[src/rtl/comma_deser_pkg.sv]
`timescale 1ns/1ps
// Shared constants for the comma-aligning converter.
package comma_deser_pkg;
    // Character width in bits.
    localparam int unsigned CHAR_W = 10;
    // Comma length in bits.
    localparam int unsigned MARK_W = 7;
    // Comma in a newest-at-bit-0 window: MSB is the earliest bit (0,0,1,1,1,1,1).
    localparam logic [MARK_W-1:0] MARK_PAT = 7'b0011111;
    // Same comma as it appears in char_out[MARK_W-1:0] (bit 0 earliest).
    localparam logic [MARK_W-1:0] MARK_ORD = 7'b1111100;
endpackage

[src/rtl/comma_finder.sv]
`timescale 1ns/1ps
// comma_finder: keeps the newest HIST_W received bits (newest at bit 0)
// and reports a comma ending on the bit being sampled this edge.
// Assumes one valid bit per clock and HIST_W >= MARK_W.
module comma_finder
    import comma_deser_pkg::*;
#(
    parameter int unsigned HIST_W = 20
) (
    input  logic              clk,
    input  logic              rst_n,
    input  logic              ser_in,
    output logic [HIST_W-1:0] win,
    output logic              mark_hit,
    output logic              hist_full
);
    localparam int unsigned        FILL_W     = $clog2(HIST_W + 1);
    localparam logic [FILL_W-1:0]  FILL_MAX   = FILL_W'(HIST_W);
    localparam logic [FILL_W-1:0]  MARK_READY = FILL_W'(MARK_W - 1);
    localparam logic [FILL_W-1:0]  HIST_READY = FILL_W'(HIST_W - 1);

    logic [HIST_W-1:0] hist_q;
    logic [FILL_W-1:0] fill_q;

    // Window including the bit being sampled now.
    assign win = {hist_q[HIST_W-2:0], ser_in};

    // Comma ends on the current bit; only counts after MARK_W real bits.
    assign mark_hit  = (fill_q >= MARK_READY) && (win[MARK_W-1:0] == MARK_PAT);
    // After this edge, HIST_W real bits will have been received.
    assign hist_full = (fill_q >= HIST_READY);

    // Shift history and count received bits up to saturation.
    always_ff @(posedge clk) begin
        if (!rst_n) begin
            hist_q <= '0;
            fill_q <= '0;
        end else begin
            hist_q <= win;
            if (fill_q != FILL_MAX) begin
                fill_q <= fill_q + 1'b1;
            end
        end
    end
endmodule

[src/rtl/frame_counter.sv]
`timescale 1ns/1ps
// frame_counter: tracks the bit index within the current character,
// restarts the boundary on a misplaced comma when alignment is enabled,
// and remembers an aligned comma until its character is emitted.
// Assumes MARK_W < CHAR_W.
module frame_counter
    import comma_deser_pkg::*;
#(
    parameter int unsigned CHAR_W_P = CHAR_W
) (
    input  logic clk,
    input  logic rst_n,
    input  logic mark_hit,
    input  logic align_en,
    output logic emit,
    output logic emit_mark
);
    localparam int unsigned      CNT_W    = $clog2(CHAR_W_P);
    localparam logic [CNT_W-1:0] LAST     = CNT_W'(CHAR_W_P - 1);
    localparam logic [CNT_W-1:0] MARK_END = CNT_W'(MARK_W - 1);
    localparam logic [CNT_W-1:0] RESTART  = CNT_W'(MARK_W);

    logic [CNT_W-1:0] idx_q;
    logic             pend_q;
    logic             at_mark_end;
    logic             realign;
    logic             aligned_hit;

    // Decide realignment, emission and aligned-comma capture for this bit.
    always_comb begin
        at_mark_end = (idx_q == MARK_END);
        realign     = mark_hit && align_en && !at_mark_end;
        emit        = (idx_q == LAST) && !realign;
        aligned_hit = mark_hit && (at_mark_end || realign);
    end

    assign emit_mark = emit && pend_q;

    // Advance the bit index and hold the pending comma marker.
    always_ff @(posedge clk) begin
        if (!rst_n) begin
            idx_q  <= '0;
            pend_q <= 1'b0;
        end else begin
            if (realign) begin
                idx_q <= RESTART;
            end else if (idx_q == LAST) begin
                idx_q <= '0;
            end else begin
                idx_q <= idx_q + 1'b1;
            end
            if (emit) begin
                pend_q <= 1'b0;
            end else if (aligned_hit) begin
                pend_q <= 1'b1;
            end
        end
    end
endmodule

[src/rtl/char_emitter.sv]
`timescale 1ns/1ps
// char_emitter: registers a finished character in arrival order
// (bit 0 earliest) with its strobe and comma flag.
// Assumes win_char holds the newest CHAR_W bits, newest at bit 0.
module char_emitter #(
    parameter int unsigned CHAR_W_P = 10
) (
    input  logic                clk,
    input  logic                rst_n,
    input  logic                emit,
    input  logic                emit_mark,
    input  logic [CHAR_W_P-1:0] win_char,
    output logic [CHAR_W_P-1:0] char_out,
    output logic                char_strobe,
    output logic                comma_flag
);
    logic [CHAR_W_P-1:0] ordered;

    // Reverse the window so the earliest bit lands at bit 0.
    for (genvar i = 0; i < CHAR_W_P; i++) begin : g_order
        assign ordered[i] = win_char[CHAR_W_P-1-i];
    end

    // Capture the character on emit; strobe and flag last one cycle.
    always_ff @(posedge clk) begin
        if (!rst_n) begin
            char_out    <= '0;
            char_strobe <= 1'b0;
            comma_flag  <= 1'b0;
        end else begin
            char_strobe <= emit;
            comma_flag  <= emit_mark;
            if (emit) begin
                char_out <= ordered;
            end
        end
    end
endmodule

[src/rtl/idle_detect.sv]
`timescale 1ns/1ps
// idle_detect: flags a line whose last HIST_W bits are identical;
// loopback mode masks the flag combinationally.
// Assumes hist_full marks that the window holds only received bits.
module idle_detect #(
    parameter int unsigned HIST_W = 20
) (
    input  logic              clk,
    input  logic              rst_n,
    input  logic [HIST_W-1:0] win,
    input  logic              hist_full,
    input  logic              loopback,
    output logic              link_idle
);
    logic idle_q;

    // Register the uniform-window condition.
    always_ff @(posedge clk) begin
        if (!rst_n) begin
            idle_q <= 1'b0;
        end else begin
            idle_q <= hist_full && ((~|win) || (&win));
        end
    end

    assign link_idle = idle_q && !loopback;
endmodule

[src/rtl/comma_deser.sv]
`timescale 1ns/1ps
// comma_deser: serial-to-parallel character converter with comma
// alignment and idle detection. One bit per clock on ser_in.
// Assumes a bit arrives on every clock edge after reset.
module comma_deser
    import comma_deser_pkg::*;
#(
    parameter int unsigned CHAR_W_P = CHAR_W
) (
    input  logic                clk,
    input  logic                rst_n,
    input  logic                ser_in,
    input  logic                align_en,
    input  logic                loopback,
    output logic [CHAR_W_P-1:0] char_out,
    output logic                char_strobe,
    output logic                comma_flag,
    output logic                link_idle
);
    localparam int unsigned HIST_W = 2 * CHAR_W_P;

    logic [HIST_W-1:0] win;
    logic              mark_hit;
    logic              hist_full;
    logic              emit;
    logic              emit_mark;

    comma_finder #(.HIST_W(HIST_W)) u_find (
        .clk(clk), .rst_n(rst_n), .ser_in(ser_in),
        .win(win), .mark_hit(mark_hit), .hist_full(hist_full)
    );

    frame_counter #(.CHAR_W_P(CHAR_W_P)) u_frame (
        .clk(clk), .rst_n(rst_n), .mark_hit(mark_hit), .align_en(align_en),
        .emit(emit), .emit_mark(emit_mark)
    );

    char_emitter #(.CHAR_W_P(CHAR_W_P)) u_emit (
        .clk(clk), .rst_n(rst_n), .emit(emit), .emit_mark(emit_mark),
        .win_char(win[CHAR_W_P-1:0]), .char_out(char_out),
        .char_strobe(char_strobe), .comma_flag(comma_flag)
    );

    idle_detect #(.HIST_W(HIST_W)) u_idle (
        .clk(clk), .rst_n(rst_n), .win(win), .hist_full(hist_full),
        .loopback(loopback), .link_idle(link_idle)
    );
endmodule

[config.mk]
export PLATFORM = sky130hd
export DESIGN_NAME = comma_deser
export DESIGN_NICKNAME = d
export VERILOG_FILES = /design/src/rtl/comma_deser_pkg.sv /design/src/rtl/comma_finder.sv /design/src/rtl/frame_counter.sv /design/src/rtl/char_emitter.sv /design/src/rtl/idle_detect.sv /design/src/rtl/comma_deser.sv
export SDC_FILE = /design/constraint.sdc
export NUM_CORES = 1
export LEC_CHECK = 0
export ABC_AREA = 1
export BUFFER_PORTS_ARGS = -buffer_cell sky130_fd_sc_hd__buf_4
export CORE_AREA = 5 5 71 73
export CTS_CLUSTER_SIZE = 25
export DETAILED_ROUTE_END_ITERATION = 7
export DIE_AREA = 0 0 76 78
export HOLD_SLACK_MARGIN = 0.12
export SLEW_MARGIN = 20
export SYNTH_ARGS = -nofsm -noshare
export SYNTH_HDL_FRONTEND = slang
export SYNTH_HIERARCHICAL = 1
export SYNTH_SLANG_ARGS = --single-unit
[constraint.sdc]
create_clock -name clk -period 3.66 [get_ports clk]
set_input_delay 0.732 -clock clk [delete_from_list [all_inputs] [get_ports clk]]
set_output_delay 0.732 -clock clk [all_outputs]
set_load 0.1 [all_outputs]
* Word-level counts from Yosys, hierarchy flattened
Cells that the tools add are included.
** Storage, ports and cells
- Flip-flop bits (word level) :: 42
- Word-level logic and storage cells :: 38
** Cells by class
- Magnitude comparators :: 2
- $add $sub $neg :: 2
- Multiplexer cells :: 2
- Equal/unequal tests :: 4
- Reductions and logical operators :: 18
- Bitwise operators :: 1
** Operator list (number)
- $reduce_and 20->1 :: 1
- $reduce_or 20->1 :: 1
- $logic_and 1x1->1 :: 8
- $eq 7x5->1 const B :: 1
- $mux 3 :: 2
- $add 5x1->5 const B :: 1
- $ge 5x3->1 const B :: 1
- $ge 5x5->1 const B :: 1
- $ne 5x5->1 const B :: 1
- $add 4x1->4 const B :: 1
- $eq 4x3->1 const B :: 1
- $eq 4x4->1 const B :: 1
- $logic_not 1->1 :: 4
- $reduce_or 3->1 :: 1
- $logic_or 1x1->1 :: 2
- $reduce_or 2->1 :: 1
- $not 1->1 :: 1

* Logic depth before layout (Yosys ltp)
Gate-level depths: netlist (run 1).
- Word-level depth :: 7
- Gate-level depth with buffers :: 13
- Mapped depth without buffers :: 13

* By module
The synthesis (run 1) kept the hierarchy.
** By module, submodules not included
- comma_finder :: cells each 113, area an instance 872.1 um^2, seq. area each 480.5 um^2, instances 1
- char_emitter :: cells each 69, area an instance 488.0 um^2, seq. area each 240.2 um^2, instances 1
- frame_counter :: cells each 41, area an instance 262.8 um^2, seq. area each 100.1 um^2, instances 1
- idle_detect :: cells each 36, area an instance 166.4 um^2, seq. area each 20.0 um^2, instances 1

* Least setup slack after synthesis (run 1)
OpenSTA, ideal clock, no wires.
- Path type :: input-to-output
- From :: input port loopback
- To :: output port link_idle
- Setup slack :: 0.943 ns
- Arrival time :: 1.985 ns
- Cell stages on the path :: 1
- Path buffers :: 0
- Path through :: nor2_1
** On the way
- Cells in the longest elaborated chain, start to end :: 2
** Ends and longest elaborated chain
- from (decl) :: line comma_deser.sv:14 : input logic loopback,
- $logic_not 1->1 :: line idle_detect.sv:26 : assign link_idle = idle_q && !loopback;
- $logic_and 1x1->1 :: line idle_detect.sv:26
- to (decl) :: line comma_deser.sv:18 : output logic link_idle
No other way between the ends.

* Worst setup path after layout (run 1)
- From :: register u_find.fill_q[0]
- To :: register u_emit.char_out[4]
** On the way
- Cells in the longest elaborated chain, start to end :: 6
** Ends and longest elaborated chain
- from (decl) :: line comma_finder.sv:23 : logic [FILL_W-1:0] fill_q;
- from (signal assigned) :: line comma_finder.sv:41 : fill_q <= fill_q + 1'b1;
- $ge 5x3->1 :: line comma_finder.sv:29 : assign mark_hit = (fill_q >= MARK_READY) && (win[MARK_W-1:0] == MARK_PAT);
- $logic_and 1x1->1 :: line comma_finder.sv:29
- named net mark_hit :: line comma_deser.sv:23 : logic mark_hit;
- $logic_and 1x1->1 (2 in a row) :: line frame_counter.sv:32 : realign = mark_hit && align_en && !at_mark_end;
- $logic_not 1->1 :: line frame_counter.sv:33 : emit = (idx_q == LAST) && !realign;
- $logic_and 1x1->1 :: line frame_counter.sv:33
- named net emit :: line comma_deser.sv:25 : logic emit;
- to (signal assigned) :: line char_emitter.sv:34 : char_out <= ordered;
- to (decl) :: line char_emitter.sv:13 : output logic [CHAR_W_P-1:0] char_out,
The timed path passes the listed nets, and every way through them passes these cells.
A chain may end at the register's enable or synchronous reset.

==> flow_summary.yaml, run 1 <==
cells_and_area:
  stdcell_area_um2: 2010
  layout.cells.non_filler: 329
  antenna_cells: 0
  nNetsFinal: 285
  drive_above_1_share_pct: 13.4
  layout_common_cells: "nand2_1 (76), nor2_1 (49), inv_1 (44), dfxtp_1 (42), buf_4 (17)"
  area_delta_synth_final_pct: 12.4
  post-route-util_pct: 46.8
  layout_commonest_cell: "nand2_1"
yosys:
  ys_ff_latch: 42
  netlist_instances: 259
  synth_ff_type: "dfxtp_1"
  synth-simple-area-share_pct: 35.5
  ys_types: 20
  synthTopCellsByArea: "dfxtp_1 (47%), nand2_1 (16%), nor2_1 (10%)"
  yosys_warnings: 6
  synth_enable_flop_cells: 0
  synth_top_area_share_pct: 47.0
  syn_nets: 267
  synthAdderAreaFrac_pct: 2.10
  synth-seq-area-share_pct: 47.0
  synth_xor_area_share_pct: 0.490
  syn_avg_cell_area_um2: 6.91
  synthArstFlopShare_pct: 0
  muxShareOfSynthArea_pct: 0
  yosysTopAreaCell: "dfxtp_1"
  syn_area_um2: 1790
  synth_top_family_by_area: "simple AND/OR/NAND/NOR gates"
  synth_compound_area_share_pct: 2.59
routing:
  finalWirelength_um: 2920
  wl_per_cell_um: 8.87
  drt_first_pass_iters: 4
  vias: 1401
  antenna_left: 0
  viasPerCell: 4.26
  drtIter0Drc: 81
  drc: 0
timing:
  slew_violations: 0
  worst_slack_ns: 1.42
  max-slew-margin-rel_pct: 44.3
  finalSetupViolations: 0
  hold_viol_final: 0
  setup_tns_ns: 0
  holdWs_ns: 0.456
  max_freq_ghz: 0.447
  rsz0062_at_grt: "no"
  worst_slew_pin_slew_ns: 0.835
  worst_clock_skew_ns: 0.00267
  layout_min_cycle_time_ns: 2.24
  fin_crit_sh_pct: 61.2
power_and_ir_drop:
  p_comb_share_pct: 5.5
  power_uw: 780
  p_leak_nw: 1.02
  swShare_pct: 21.6
  p_clk_share_pct: 33.8
  p_switching_uw: 168
  p_int_uw: 612
  power_density_nw_per_um2: 388
  vdd_drop_max_mv: 0.182
  seqPwrFrac_pct: 60.7
worst_setup_path:
  worstSetupStartpointType: "flip-flop"
  cp-end-kind: "flip-flop"
  worstPathRequired_ns: 3.84
  critical_path_class: "flip-flop to flip-flop"
  cp_max_fo: 22
  crit_arrival_ns: 2.42
clocking:
  cts_sinks: 42
  post_cts_buffers: 0
  h-tree-depth: 2
  ctsHoldBuffers: 0
  cts_resized: 0
  cts_tree: "done"
  cts_buffers: 5
  clock-root-buffer: "clkbuf_8"
  clock_path_buffers: 2
  clock_latency_ns: 0.28
  path_clk_slew_ns: 0.07
floorplan:
  dieArea_um2: 5930
  initial_core_util_pct: 41.7
  dieWidth_um: 76
  rows: 24
  die_h_um: 78
  ios: 18
  core_area_um2: 4290
status:
  status: "finished clean"
placement:
  hpwl_um: 2040
  placed_area_um2: 1930
  gp_congestion: 0.755
  dpl.cell_count: 322
  post-place-ws_ns: 1.38
  port_buffers: 17
global_routing:
  overflow: 0
  grt_max_degree: 41
  antenna_found_initial: 0
  grtUsageTotal_pct: 10.6
  grt_pass1_wl_um: 5200
  grt_pass1_vias: 1237
run:
  cap_violations: 0
worst_hold_path:
  min_path_type: "flip-flop to flip-flop"
-- power by group through the flow --
stage / Sequential (mW) / Combinational (mW) / Clock [mW]
2_1_floorplan: 0.483 / 0.0326 / 0
3_3_place_gp: 0.484 / 0.0429 / 0
3_5_place_dp: 0.484 / 0.0433 / 0
4_1_cts: 0.473 / 0.0434 / 0.282
5_1_grt: 0.474 / 0.0497 / 0.304
6_report: 0.473 / 0.0425 / 0.264
-- critical path, stage by stage (launching register included) --
cell and delay [ns]:
dfxtp_1 0.42, inv_1 0.10, ha_1 0.20, nor2_1 0.09
nor2_1 0.05, nor2_1 0.12, nor2_1 0.08, nand2_1 0.08
inv_1 0.09, a21oi_2 0.65, nand2_1 0.13, nand2_1 0.10
nor2_2 0.03
-- sequential cells by signal, summed over array words and instances (netlist names) --
signal,flops
u_frame/pend_q,1
u_emit/comma_flag,1
u_emit/char_out,10
u_emit/char_strobe,1
u_idle/idle_q,1
u_find/fill_q,5
u_frame/idx_q,4
u_find/hist_q,19
-- routing by layer --
metal	routed length, um	vias up	track usage, %
li1	-	794	-
met1	1490	587	13.1
met2	1260	14	16.3
met3	117	6	4.40
met4	48	0	4.27
met5	0	-	0
-- cell usage after synthesis (3+ instances only) --
cell type,number
a21oi_1,5
dfxtp_1,42
ha_1,3
inv_1,44
nand2_1,76
nand2_2,4
nand3_1,8
nand4_1,5
nor2_1,49
nor2_2,8
-- cell families after synthesis --
family	Yosys count
buffers and inverters	52
flip-flops	42
adder cells (fa/ha/maj)	3
AND/OR/NAND/NOR	153
XOR/XNOR	1
AO/OA/AOI/OAI	8
-- worst paths after layout --
path / start / endpoint / slack [ns] / cells after the start
worst max register to register: u_find/fill_q[0]$_SDFFE_PN0P_ / u_emit/char_out[4]$_SDFFE_PN0P_ / 1.42 / 12
worst max-delay path: u_find/fill_q[0]$_SDFFE_PN0P_ / u_emit/char_out[4]$_SDFFE_PN0P_ / 1.42 / 12
worst min register to register: u_find/hist_q[16]$_SDFF_PN0_ / u_find/hist_q[17]$_SDFF_PN0_ / 0.46 / 2
worst min-delay path: u_find/hist_q[16]$_SDFF_PN0_ / u_find/hist_q[17]$_SDFF_PN0_ / 0.46 / 2
-- area by class of cell --
cell class | count | area, um^2
fill | 449 | 2280
sequential | 42 | 841
multi-input combinational | 165 | 728
inverter | 46 | 173
timing repair buffer | 17 | 128
clock buffer | 7 | 76.3
tap | 52 | 65.1
Power figures use the tool's default switching activity.
==> run 2, diff against run 1 <==
Clock period 3.66 ns to 2.35 ns, I/O delays scaled along.
==> run 2 against run 1 <==
Worst hold slack lost 0.056 ns. Wire length up 5.3%. Non-clock buffer count up 1. Fmax is 24% higher. Largest power group unchanged.
==> flow_summary.yaml, run 2 (synthesis results as in run 1) <==
global_routing:
  grtUsageTotal_pct: 10.8
  grt_max_degree: 41
  antenna_found_initial: 0
  overflow: 0
  grt_pass1_vias: 1260
  grt_pass1_wl_um: 5320
worst_setup_path:
  critical_path_class: "flip-flop to flip-flop"
  worstSetupStartpointType: "flip-flop"
  crit_arrival_ns: 2.01
  worstPathRequired_ns: 2.55
  cp-end-kind: "flip-flop"
  reg2reg_slack_ns: 0.54
  cp_max_fo: 22
routing:
  vias: 1411
  finalWirelength_um: 3070
  drtIter0Drc: 59
  viasPerCell: 4.26
  antenna_left: 0
  wl_per_cell_um: 9.29
  drt_first_pass_iters: 4
  drc: 0
timing:
  fin_crit_sh_pct: 76.9
  setup_tns_ns: 0
  worst_slew_pin_slew_ns: 0.394
  slew_violations: 0
  worst_clock_skew_ns: 0.0110
  max-slew-margin-rel_pct: 73.7
  rsz0062_at_grt: "no"
  hold_viol_final: 0
  finalSetupViolations: 0
  layout_min_cycle_time_ns: 1.81
  max_freq_ghz: 0.553
floorplan:
  initial_core_util_pct: 41.7
  die_h_um: 78
  ios: 18
  core_area_um2: 4290
  dieWidth_um: 76
  rows: 24
  dieArea_um2: 5930
run:
  cap_violations: 0
cells_and_area:
  largest_reg_flops: 19
  layout_common_cells: "nand2_1 (76), nor2_1 (49), inv_1 (44), dfxtp_1 (42), buf_4 (18)"
  antenna_cells: 0
  drive_above_1_share_pct: 14.3
  layout_commonest_cell: "nand2_1"
  area_delta_synth_final_pct: 13.4
  largest_register: "u_find/hist_q"
  reg.largest.list: "u_find/hist_q x19, u_emit/char_out x10, u_find/fill_q x5"
  nNetsFinal: 286
  post-route-util_pct: 47.2
clocking:
  cts_buffers: 5
  h-tree-depth: 2
  post_cts_buffers: 0
  cts_tree: "done"
  path_clk_slew_ns: 0.08
  cts_sinks: 42
  clock-root-buffer: "clkbuf_8"
  clock_path_buffers: 2
  cts_resized: 0
  ctsHoldBuffers: 0
  clock_latency_ns: 0.29
power_and_ir_drop:
  p_leak_nw: 1.03
  power_density_nw_per_um2: 620
  vdd_drop_max_mv: 0.244
  power_mw: 1.26
placement:
  gp_congestion: 0.833
  hpwl_um: 2070
  port_buffers: 17
status:
  status: "finished clean"
worst_hold_path:
  min_path_type: "input pin to flip-flop"
[run 2: cell count changes in the layout (fill, tap and decap cells not counted), sizes merged]
| cell | change |
|---|---|
| buf | +1 |
| clkbuf | -1 |
| clkinv | +2 |
[run 2: layout make-up]
cell class,count,area (um^2)
flip-flops and latches,42,841
clock buffers,6,72.6
inverters,46,173
clock inverters,2,13.8
repair buffers,18,135
fillers,442,2270
well taps,52,65.1
multi-input cells,165,728
[run 2: layer usage]
layer / track usage [%] / wire length [um] / share of wire, % / vias up
met5: 0 / 0 / 0 / -
met4: 5.34 / 65 / 2.1 / 0
met3: 3.59 / 113 / 3.7 / 6
met2: 16.3 / 1310 / 43 / 16
met1: 13.7 / 1590 / 52 / 590
li1: - / - / - / 799
[run 2: critical path, cell delays in order (launching register included)]
cell,delay (ns)
dfxtp_1,0.41
inv_1,0.09
ha_1,0.20
nor2_1,0.08
nor2_1,0.04
nor2_1,0.09
nor2_1,0.06
nand2_1,0.08
inv_1,0.08
a21oi_2,0.13
buf_4,0.24
nand2_1,0.09
nand2_1,0.08
nor2_2,0.03
[run 2: worst paths after layout]
path / startpoint / end / depth (start not counted)
setup / recovery: u_find/fill_q[0]$_SDFFE_PN0P_ / u_emit/char_out[5]$_SDFFE_PN0P_ / 13
hold / removal: ser_in / u_find/hist_q[0]$_SDFF_PN0_ / 3
setup reg to reg: u_find/fill_q[0]$_SDFFE_PN0P_ / u_emit/char_out[5]$_SDFFE_PN0P_ / 13
hold reg to reg: u_find/hist_q[16]$_SDFF_PN0_ / u_find/hist_q[17]$_SDFF_PN0_ / 2
[run 2: report_power, final]
| part | internal, mW | switching (mW) | total (mW) | leakage, nW |
|---|---|---|---|---|
| combinational | 0.0254 | 0.0412 | 0.0666 | 0.649 |
| sequential | 0.722 | 0.0147 | 0.737 | 0.340 |
| clock | 0.210 | 0.245 | 0.454 | 0.0452 |
[run 2: metrics by stage]
step	instances	setup WS (ns)	instance area (um^2)	hold WS (ns)
5_1_grt	331	0.312	2030	0.423
4_1_cts	331	0.525	2030	0.397
3_5_place_dp	323	0.540	1940	0.444
3_3_place_gp	323	0.589	1940	0.439
2_1_floorplan	259	0.157	1790	0.428
6_report	331	0.542	2030	0.400
==> run 3, diff against run 2 <==
Clock period 2.35 ns to 1.7 ns, I/O delays scaled along.
==> run 3 against run 2 <==
First-iteration DRC count is 25% higher. Non-clock buffer count up 8. Register-to-register slack got worse by 0.46 ns. Worst setup slack got worse by 0.46 ns. Clock-buffer cell count unchanged. Final cell count grew 2.4%. Sequential share of layout area decreased by 3.2 points. Wire length up 2.2%. Global-route usage rose by 0.70 points. Clock power increased by 70%. Critical endpoint unchanged.
==> flow_summary.yaml, run 3 (synthesis results as in run 1) <==
status:
  status: "finished clean"
cells_and_area:
  reg.largest.list: "u_find/hist_q x19, u_emit/char_out x10, u_find/fill_q x5"
  layout.cells.non_filler: 339
  fill_cells: 447
  post-route-util_pct: 51.3
  layout_commonest_cell: "nand2_1"
  antenna_cells: 0
  layout_common_cells: "nand2_1 (72), nor2_1 (45), inv_1 (42), dfxtp_1 (40), buf_4 (23)"
  stdcell_area_um2: 2200
  largest_reg_flops: 19
  area_delta_synth_final_pct: 23.1
  drive_above_1_share_pct: 21.3
  nNetsFinal: 294
  largest_register: "u_find/hist_q"
timing:
  rsz0062_at_grt: "yes"
  hold_viol_final: 0
  max_freq_ghz: 0.619
  max-slew-margin-rel_pct: 73.9
  slew_violations: 0
  worst_slack_ns: 0.0843
  worst_slew_pin_slew_ns: 0.391
  layout_min_cycle_time_ns: 1.62
  worst_clock_skew_ns: 0.00706
  fin_crit_sh_pct: 95.0
  finalSetupViolations: 0
routing:
  viasPerCell: 4.37
  antenna_left: 0
  finalWirelength_um: 3140
  wl_per_cell_um: 9.27
  drtIter0Drc: 74
  routedLengthMet1_um: 1600
  routed.top_layer: "met4"
  routed-wl-met2_um: 1400
  wl_met3_um: 101
  drt_first_pass_iters: 4
  vias: 1482
  drc: 0
clocking:
  cts_tree: "done"
  cts_buffers: 5
  clock-root-buffer: "clkbuf_8"
  cts_sinks: 42
  ctsHoldBuffers: 0
  h-tree-depth: 2
  clock_path_buffers: 2
  path_clk_slew_ns: 0.08
  clock_latency_ns: 0.29
floorplan:
  ios: 18
  core_area_um2: 4290
  rows: 24
  dieArea_um2: 5930
  die_h_um: 78
  initial_core_util_pct: 41.7
  dieWidth_um: 76
worst_setup_path:
  reg2reg_to: "u_emit/char_out[5]$_SDFFE_PN0P_"
  cp_max_fo: 5
  startpoint: "u_find/fill_q[0]$_SDFFE_PN0P_"
  crit_arrival_ns: 1.81
  worstSetupStartpointType: "flip-flop"
  cp-endpoint: "u_emit/char_out[5]$_SDFFE_PN0P_"
  critical_path_class: "flip-flop to flip-flop"
  worstPathRequired_ns: 1.89
  cp-end-kind: "flip-flop"
  reg2reg_from: "u_find/fill_q[0]$_SDFFE_PN0P_"
  reg2reg_slack_ns: 0.08
  ff2ff_path_depth: 13
placement:
  gp_congestion: 0.750
  hpwl_um: 2090
  port_buffers: 17
  placed_area_um2: 1980
  dpl.cell_count: 326
  post-place-ws_ns: 0.0623
global_routing:
  grtUsageTotal_pct: 11.5
  grt_max_degree: 41
  grt_pass1_vias: 1327
  grt_pass1_wl_um: 5640
  antenna_found_initial: 0
  overflow: 0
worst_hold_path:
  min_path_cells: 3
  min_path_type: "input pin to flip-flop"
power_and_ir_drop:
  power_density_nw_per_um2: 862
  p_leak_nw: 1.10
  vdd_drop_max_mv: 0.427
run:
  cap_violations: 0
-- run 3: cell count changes in the layout (fill, tap and decap cells not counted), sizes merged --
cell,before,now
buf,18,24
bufinv,0,1
clkbuf,6,8
clkinv,2,0
clkinvlp,0,1
-- run 3: where the power goes --
part / total, mW / internal [mW] / switching [mW]
Sequential: 1.01 / 0.999 / 0.0161
Clock: 0.770 / 0.438 / 0.332
Combinational: 0.114 / 0.0470 / 0.0673
Total: 1.90 / 1.48 / 0.415
-- run 3: metrics by stage --
stage / hold slack (ns) / setup TNS, ns / power (mW)
floorplan: 0.428 / 0 / 1.11
global placement: 0.440 / 0 / 1.14
detailed placement: 0.445 / 0 / 1.14
CTS: 0.265 / 0 / 1.92
global route: 0.271 / -0.617 / 2.00
finish: 0.269 / 0 / 1.90
-- run 3: final cells by class --
class	count	area (um^2)	share of cell area (%)
repair buffers	26	243	11.0
well taps	52	65.1	2.95
clock buffers	6	72.6	3.30
flip-flops and latches	42	843	38.3
inverters	46	173	7.84
multi-input cells	165	768	34.9
clock inverters	2	37.5	1.70
-- run 3: what timing repair did --
| action | 4_1_cts | 5_1_grt |
|---|---|---|
| buffers inserted | 0 | 3 |
| resized for setup | 0 | 14 |
| setup endpoints to repair | 0 | 12 |
-- run 3: worst min path at each step --
stage,from,end
after floorplan,u_find/hist_q[9]$_SDFF_PN0_,u_find/hist_q[10]$_SDFF_PN0_
after global placement,u_find/hist_q[16]$_SDFF_PN0_,u_find/hist_q[17]$_SDFF_PN0_
after detailed placement,u_find/hist_q[14]$_SDFF_PN0_,u_find/hist_q[15]$_SDFF_PN0_
after CTS,ser_in,u_find/hist_q[0]$_SDFF_PN0_
after global routing,ser_in,u_find/hist_q[0]$_SDFF_PN0_
final,ser_in,u_find/hist_q[0]$_SDFF_PN0_
-- run 3: worst max-delay path, cell delays in order (launching register included) --
cell and delay (ns):
dfxtp_2 0.34, inv_2 0.05, ha_4 0.15, nor2_2 0.08
nor2_1 0.05, nor2_1 0.09, nor2_1 0.06, nand2_1 0.08
inv_2 0.07, a21oi_4 0.23, clkbuf_16 0.19, nand2_2 0.04
nand2_1 0.06, nor2_2 0.03
-- run 3: routing by layer --
layer | up-vias | track usage [%]
li1 | 814 | -
met2 | 15 | 17.8
met1 | 649 | 13.8
met3 | 4 | 5.32
met4 | 0 | 4.27
met5 | - | 0
